## config.mk

```make
export PLATFORM = sky130hd
export DESIGN_NAME = rq_class_queue
export DESIGN_NICKNAME = d
export VERILOG_FILES = /design/src/rtl/rq_pkg.sv /design/src/rtl/rq_before.sv /design/src/rtl/rq_pop_shift.sv /design/src/rtl/rq_class_queue.sv
export SDC_FILE = /design/constraint.sdc
export NUM_CORES = 1
export LEC_CHECK = 0
export ABC_AREA = 1
export CAP_MARGIN = 20
export CORE_MARGIN = 10
export CORE_UTILIZATION = 55
export DETAILED_ROUTE_END_ITERATION = 12
export PLACE_DENSITY = 0.74
export SETUP_SLACK_MARGIN = 0.1
export SLEW_MARGIN = 20
export SYNTH_ARGS = -nofsm -noshare
export SYNTH_HDL_FRONTEND = slang
export SYNTH_SLANG_ARGS = --single-unit
```

## constraint.sdc

```tcl
create_clock -name clk -period 9.3 [get_ports clk]
set_clock_uncertainty 0.1 [all_clocks]
set_input_delay 0.93 -clock clk [delete_from_list [all_inputs] [get_ports clk]]
set_output_delay 0.93 -clock clk [all_outputs]
set_load 0.03 [all_outputs]
```

## src/rtl/rq_pkg.sv

```systemverilog
package rq_pkg;

    typedef enum logic [1:0] {
        CLS_REG  = 2'd0,
        CLS_MEM  = 2'd1,
        CLS_CTRL = 2'd2,
        CLS_LONG = 2'd3
    } rq_cls_e;

    typedef enum logic [1:0] {
        OCC_EMPTY = 2'd0,
        OCC_PART  = 2'd1,
        OCC_FULL  = 2'd2
    } rq_occ_e;

    // Higher value issues first; memory and control share a level.
    function automatic logic [1:0] cls_rank(input logic [1:0] cls);
        unique case (rq_cls_e'(cls))
            CLS_LONG: cls_rank = 2'd2;
            CLS_MEM,
            CLS_CTRL: cls_rank = 2'd1;
            default:  cls_rank = 2'd0;
        endcase
    endfunction

endpackage

```

## src/rtl/rq_before.sv

```systemverilog
// Strict precedence test: high when entry A must sit ahead of entry B.
module rq_before #(
    parameter int SEQ_W = 6
) (
    input  logic [1:0]       a_cls,
    input  logic [SEQ_W-1:0] a_seq,
    input  logic [1:0]       b_cls,
    input  logic [SEQ_W-1:0] b_seq,
    input  logic [SEQ_W-1:0] base_seq,
    output logic             a_first
);
    import rq_pkg::*;

    logic [1:0]       a_rank, b_rank;
    logic [SEQ_W-1:0] a_age, b_age;

    always_comb begin
        a_rank  = cls_rank(a_cls);
        b_rank  = cls_rank(b_cls);
        a_age   = a_seq - base_seq;
        b_age   = b_seq - base_seq;
        a_first = (a_rank > b_rank) || ((a_rank == b_rank) && (a_age < b_age));
    end
endmodule

```

## src/rtl/rq_pop_shift.sv

```systemverilog
// Moves every entry toward the head by the number of entries issued.
module rq_pop_shift #(
    parameter int DEPTH   = 8,
    parameter int ENT_W   = 14,
    parameter int ISSUE_W = 2,
    parameter int CNT_W   = 4
) (
    input  logic [DEPTH-1:0][ENT_W-1:0] din,
    input  logic [CNT_W-1:0]            shift_n,
    output logic [DEPTH-1:0][ENT_W-1:0] dout
);
    always_comb begin
        for (int i = 0; i < DEPTH; i++) begin
            dout[i] = '0;
            for (int s = 0; s <= ISSUE_W; s++) begin
                if ((shift_n == CNT_W'(s)) && (i + s < DEPTH)) begin
                    dout[i] = din[i + s];
                end
            end
        end
    end
endmodule

```

## src/rtl/rq_class_queue.sv

```systemverilog
module rq_class_queue #(
    parameter int DEPTH   = 8,
    parameter int ISSUE_W = 2,
    parameter int TAG_W   = 6,
    parameter int SEQ_W   = 6
) (
    input  logic                     clk,
    input  logic                     rst_n,
    input  logic                     flush,
    input  logic [SEQ_W-1:0]         oldest_seq,
    input  logic                     ins_valid,
    output logic                     ins_ready,
    input  logic [TAG_W-1:0]         ins_tag,
    input  logic [SEQ_W-1:0]         ins_seq,
    input  logic [1:0]               ins_cls,
    input  logic                     issue_en,
    output logic [ISSUE_W-1:0]       iss_valid,
    output logic [ISSUE_W*TAG_W-1:0] iss_tag,
    output logic [ISSUE_W*SEQ_W-1:0] iss_seq,
    output logic [ISSUE_W*2-1:0]     iss_cls,
    output logic                     full,
    output logic                     empty
);
    import rq_pkg::*;

    localparam int ENT_W = TAG_W + SEQ_W + 2;
    localparam int CNT_W = $clog2(DEPTH + 1);
    localparam int SEQ_LO = 2;
    localparam int TAG_LO = SEQ_W + 2;

    logic [DEPTH-1:0][ENT_W-1:0] ent_q, ent_sh, ent_d;
    logic [CNT_W-1:0]            cnt_q, cnt_d, pop_n, left_n, ins_pos;
    logic [DEPTH-1:0]            new_first;
    logic [ENT_W-1:0]            new_ent;
    logic                        push;
    rq_occ_e                     occ_q, occ_d;

    // Issue count and accepted insert
    always_comb begin
        if (issue_en) begin
            pop_n = (cnt_q > CNT_W'(ISSUE_W)) ? CNT_W'(ISSUE_W) : cnt_q;
        end else begin
            pop_n = '0;
        end
        left_n  = cnt_q - pop_n;
        push    = ins_valid && ins_ready;
        new_ent = {ins_tag, ins_seq, ins_cls};
    end

    rq_pop_shift #(
        .DEPTH  (DEPTH),
        .ENT_W  (ENT_W),
        .ISSUE_W(ISSUE_W),
        .CNT_W  (CNT_W)
    ) u_shift (
        .din    (ent_q),
        .shift_n(pop_n),
        .dout   (ent_sh)
    );

    // One comparator per surviving slot against the incoming entry
    for (genvar j = 0; j < DEPTH; j++) begin : g_cmp
        rq_before #(.SEQ_W(SEQ_W)) u_cmp (
            .a_cls   (ins_cls),
            .a_seq   (ins_seq),
            .b_cls   (ent_sh[j][1:0]),
            .b_seq   (ent_sh[j][SEQ_LO +: SEQ_W]),
            .base_seq(oldest_seq),
            .a_first (new_first[j])
        );
    end

    // Sorted array: the number of survivors that stay ahead gives the slot
    always_comb begin
        ins_pos = '0;
        for (int j = 0; j < DEPTH; j++) begin
            if ((CNT_W'(j) < left_n) && !new_first[j]) begin
                ins_pos = ins_pos + CNT_W'(1);
            end
        end
    end

    for (genvar i = 0; i < DEPTH; i++) begin : g_slot
        if (i == 0) begin : g_head
            always_comb begin
                if (push && (ins_pos == '0)) ent_d[i] = new_ent;
                else                         ent_d[i] = ent_sh[i];
            end
        end else begin : g_body
            always_comb begin
                if (!push || (CNT_W'(i) < ins_pos)) ent_d[i] = ent_sh[i];
                else if (CNT_W'(i) == ins_pos)      ent_d[i] = new_ent;
                else                                ent_d[i] = ent_sh[i - 1];
            end
        end
    end

    always_comb begin
        if (flush) cnt_d = '0;
        else       cnt_d = left_n + CNT_W'(push);
    end

    always_ff @(posedge clk) begin
        if (!rst_n || flush) begin
            cnt_q <= '0;
            ent_q <= '0;
        end else begin
            cnt_q <= cnt_d;
            ent_q <= ent_d;
        end
    end

    // Occupancy state machine: next state
    always_comb begin
        occ_d = occ_q;
        unique case (occ_q)
            OCC_EMPTY: begin
                if (push && !flush) occ_d = (cnt_d == CNT_W'(DEPTH)) ? OCC_FULL : OCC_PART;
            end
            OCC_PART: begin
                if (flush || cnt_d == '0)          occ_d = OCC_EMPTY;
                else if (cnt_d == CNT_W'(DEPTH))   occ_d = OCC_FULL;
            end
            OCC_FULL: begin
                if (flush || cnt_d == '0)          occ_d = OCC_EMPTY;
                else if (cnt_d != CNT_W'(DEPTH))   occ_d = OCC_PART;
            end
            default: occ_d = OCC_EMPTY;
        endcase
    end

    // Occupancy state register
    always_ff @(posedge clk) begin
        if (!rst_n) occ_q <= OCC_EMPTY;
        else        occ_q <= occ_d;
    end

    // Outputs
    always_comb begin
        full      = 1'b0;
        empty     = 1'b0;
        unique case (occ_q)
            OCC_EMPTY: empty = 1'b1;
            OCC_PART:  ;
            OCC_FULL:  full  = 1'b1;
            default:   empty = 1'b1;
        endcase
        ins_ready = !full;
    end

    for (genvar k = 0; k < ISSUE_W; k++) begin : g_iss
        assign iss_valid[k]               = (cnt_q > CNT_W'(k));
        assign iss_tag[k*TAG_W +: TAG_W]  = ent_q[k][TAG_LO +: TAG_W];
        assign iss_seq[k*SEQ_W +: SEQ_W]  = ent_q[k][SEQ_LO +: SEQ_W];
        assign iss_cls[k*2 +: 2]          = ent_q[k][1:0];
    end
endmodule

```

==> results.yml, run 1 <==
outcome:
  status: "finished, final reports clean"
routing:
  wirelength_um: 37600
  dr.pass1.iters: 6
  drt_first_iter_violations: 1665
  drt-vias-per-instance: 5.69
  detail_route.wl_per_cell_um: 17.8
  detailroute.via_count: 12032
  drcViolationCount: 0
  ant_nets: 0
clock_tree:
  ctsHoldBuffers: 0
  clockBufferDepth: 2
  clk_latency_ns: 0.43
  cts_sinks: 118
  root_buffer: "clkbuf_16"
  path_clk_slew_ns: 0.06
  cts_tree: "done"
  cts_buffers: 17
  h-tree-depth: 4
timing:
  slew_violations: 0
  period_share_pct: 94.4
  tightest_slew_ns: 0.932
  finalSetupViolCount: 0
  period_minus_slack_ns: 8.78
  clock.fmax_mhz: 114
  rsz0062_at_grt: "no"
  max_slew_margin_pct: 37.8
  hold_viol_final: 0
  tns_ns: 0
place:
  place_congestion: 0.945
  placed_cell_area_mm2: 0.0123
  port_buffers: 57
  dp_hpwl_um: 27900
worst_hold_path:
  hp-class: "reg -> reg"
  hold-path-cell-count: 2
  min-delay-start: "ent_q[111]"
  min_to: "ent_q[111]"
floorplan:
  die_area_mm2: 0.0276
  die_w_um: 166
  die_y_um: 166
  io-pin-count: 58
  placeableCoreArea_mm2: 0.0210
  initial_core_util_pct: 55.9
  rows: 53
grt:
  antenna_found_initial: 0
  grtUsageMet1_pct: 35.8
  grt_overflow: 0
  gr-usage-all-layers_pct: 25.7
  gr-usage-met3_pct: 6.11
  globalRoute.busiestLayer: "met2"
  grt_start_max_net_pins: 71
  grt_pass1_vias: 10865
  grt_pass1_wl_um: 58600
  grtUsageMet2_pct: 38.6
logic_synthesis:
  seq_area_frac_synth_pct: 20.1
  syn_avg_cell_area_um2: 6.43
  yosys.area.top_type: "dfxtp_1"
  async_flop_share_pct: 0
  synth-edff-count: 0
  syn-cell-area_mm2: 0.0117
  ys_warn_count: 0
  synth_top_area_share_pct: 20.1
  ys_types: 51
  synth_nets: 1986
  synth_ff_type: "dfxtp_1"
  synthTopCellsByArea: "dfxtp_1 20%, ha_1 13%, nand2_1 12%"
  synth-seq-cells: 118
  syn_inst: 1826
final_layout:
  num-fill-cells: 1979
  final_util_pct: 61.6
  syn2layout_area_growth_pct: 10.2
  diodes: 0
  finalNetCount: 1988
  final_area_mm2: 0.0129
  final_layout_size_suffix_gt1_share_pct: 7.71
worst_setup_path:
  worst_setup_path_start_kind: "input pin"
  r2r-start: "cnt_q[3]"
  cp.required_ns: 9.51
  crit_top_cell: "nand2_1"
  max_stage_delay_ns: 0.54
  reg2reg_to: "ent_q[30]"
  crit_fanout: 47
  r2r_setup_slack_ns: 0.87
  crit_type: "in -> reg"
  rr_worst_depth: 51
  cp.arrival_ns: 9.00
  cp_slowest_cell: "buf_4"
  end_kind: "register"
run:
  cap_violations: 0
==> cells by family (layout without fill, tap and decap cells) <==
family | count (synthesis) | in the layout | share of synthesized area [%]
buffers and inverters | 390 | 405 | 14.6
flip-flops | 118 | 118 | 20.1
AO/OA/AOI/OAI | 385 | 385 | 18.6
adder cells (fa/ha/maj) | 135 | 135 | 15.0
XOR/XNOR | 41 | 41 | 3.22
AND/OR/NAND/NOR | 756 | 756 | 28.5
other | 1 | 1 | 0.0319
==> per-layer routing <==
layer,vias to the layer above,part of all wire [%]
li1,5953,-
met1,5346,44
met2,675,43
met3,58,12
met4,0,2.0
met5,-,0
==> sequential cells by signal, indices dropped and copies added (netlist names) <==
| name | count |
|---|---|
| cnt_q | 4 |
| ent_q | 84 |
| iss_cls | 4 |
| iss_seq | 12 |
| iss_tag | 12 |
| occ_q | 2 |
==> stage by stage <==
step           hold slack, ns  setup slack (ns)  instances
5_1_grt                 0.392             0.129       2116
3_5_place_dp            0.357            0.0207       2084
4_1_cts                 0.367             0.419       2116
3_3_place_gp            0.352             0.296       2084
2_1_floorplan           0.343             0.872       1826
6_report                0.367             0.517       2116
==> cells in the mapped netlist (all sizes together), types with 17 or more instances <==
library cell  count
nor2            229
xor2             24
o22ai            47
inv             281
ha              126
o21ai           134
nand3           102
nor3             22
dfxtp           118
nand2           379
xnor2            17
clkbuf           43
a21oi           152
buf              64
==> layout make-up <==
cell class / instances / area [um2] / share of cell area [%]
clock inverters: 14 / 190 / 1.47
inverters: 283 / 1070 / 8.27
flip-flops and latches: 118 / 2360 / 18.3
well taps: 275 / 344 / 2.66
clock buffers: 18 / 439 / 3.39
repair buffers: 90 / 822 / 6.35
multi-input cells: 1318 / 7710 / 59.6
==> placed cells by master, fill, tap and decap left out, types with 4 or more instances in the layout <==
cell	count
nand2_1	359
inv_1	264
nor2_1	218
a21oi_1	147
ha_1	126
dfxtp_1	118
nand3_1	88
o21ai_0	81
clkdlybuf4s50_1	57
o21ai_1	50
o22ai_1	47
buf_4	32
xor2_1	23
nor3_1	21
xnor2_1	17
clkbuf_16	17
inv_2	15
o221ai_1	15
nand4_1	14
o21a_1	12
a221oi_1	12
nand2_2	10
nand2_4	9
fa_1	9
nand3_2	7
nand3_4	7
nor2_4	6
a21oi_2	5
o211ai_1	5
inv_6	5
a21o_1	4
nor2_2	4
clkinv_4	4
==> worst max path at each step <==
stage	from	slack (ns)	endpoint
2_1_floorplan	issue_en	0.87	ent_q[63]
3_3_place_gp	issue_en	0.30	iss_seq[0]
3_5_place_dp	issue_en	0.02	iss_seq[2]
4_1_cts	issue_en	0.42	iss_seq[2]
5_1_grt	issue_en	0.13	ent_q[36]
6_report	issue_en	0.52	ent_q[30]
==> critical path: cells and delay by family <==
family | cells | cell delay (ns)
AOI/OAI and AO/OA | 7 | 1.33
xor gates and xnor gates | 2 | 0.22
adders and majority gates | 7 | 1.83
buffers and inverters | 11 | 2.22
and+or+nand+nor | 20 | 2.37
==> repair_timing <==
item | in CTS | in global routing
setup buffers | 0 | 0
setup endpoints to repair | 0 | 102
gates resized for setup | 0 | 10
endpoints found under the hold margin | 0 | 0
Power of run 1 is not shown: default switching activity piles up to over one toggle a cycle in this logic, so the estimate is an artifact.
==> run 2: changes to the inputs <==
- CTS_CLUSTER_SIZE: not set -> 8
==> results of run 2 <==
Same layout as run 1: the final DEF is identical, and so are final timing and power.
Power of run 2 is left out for the same reason.
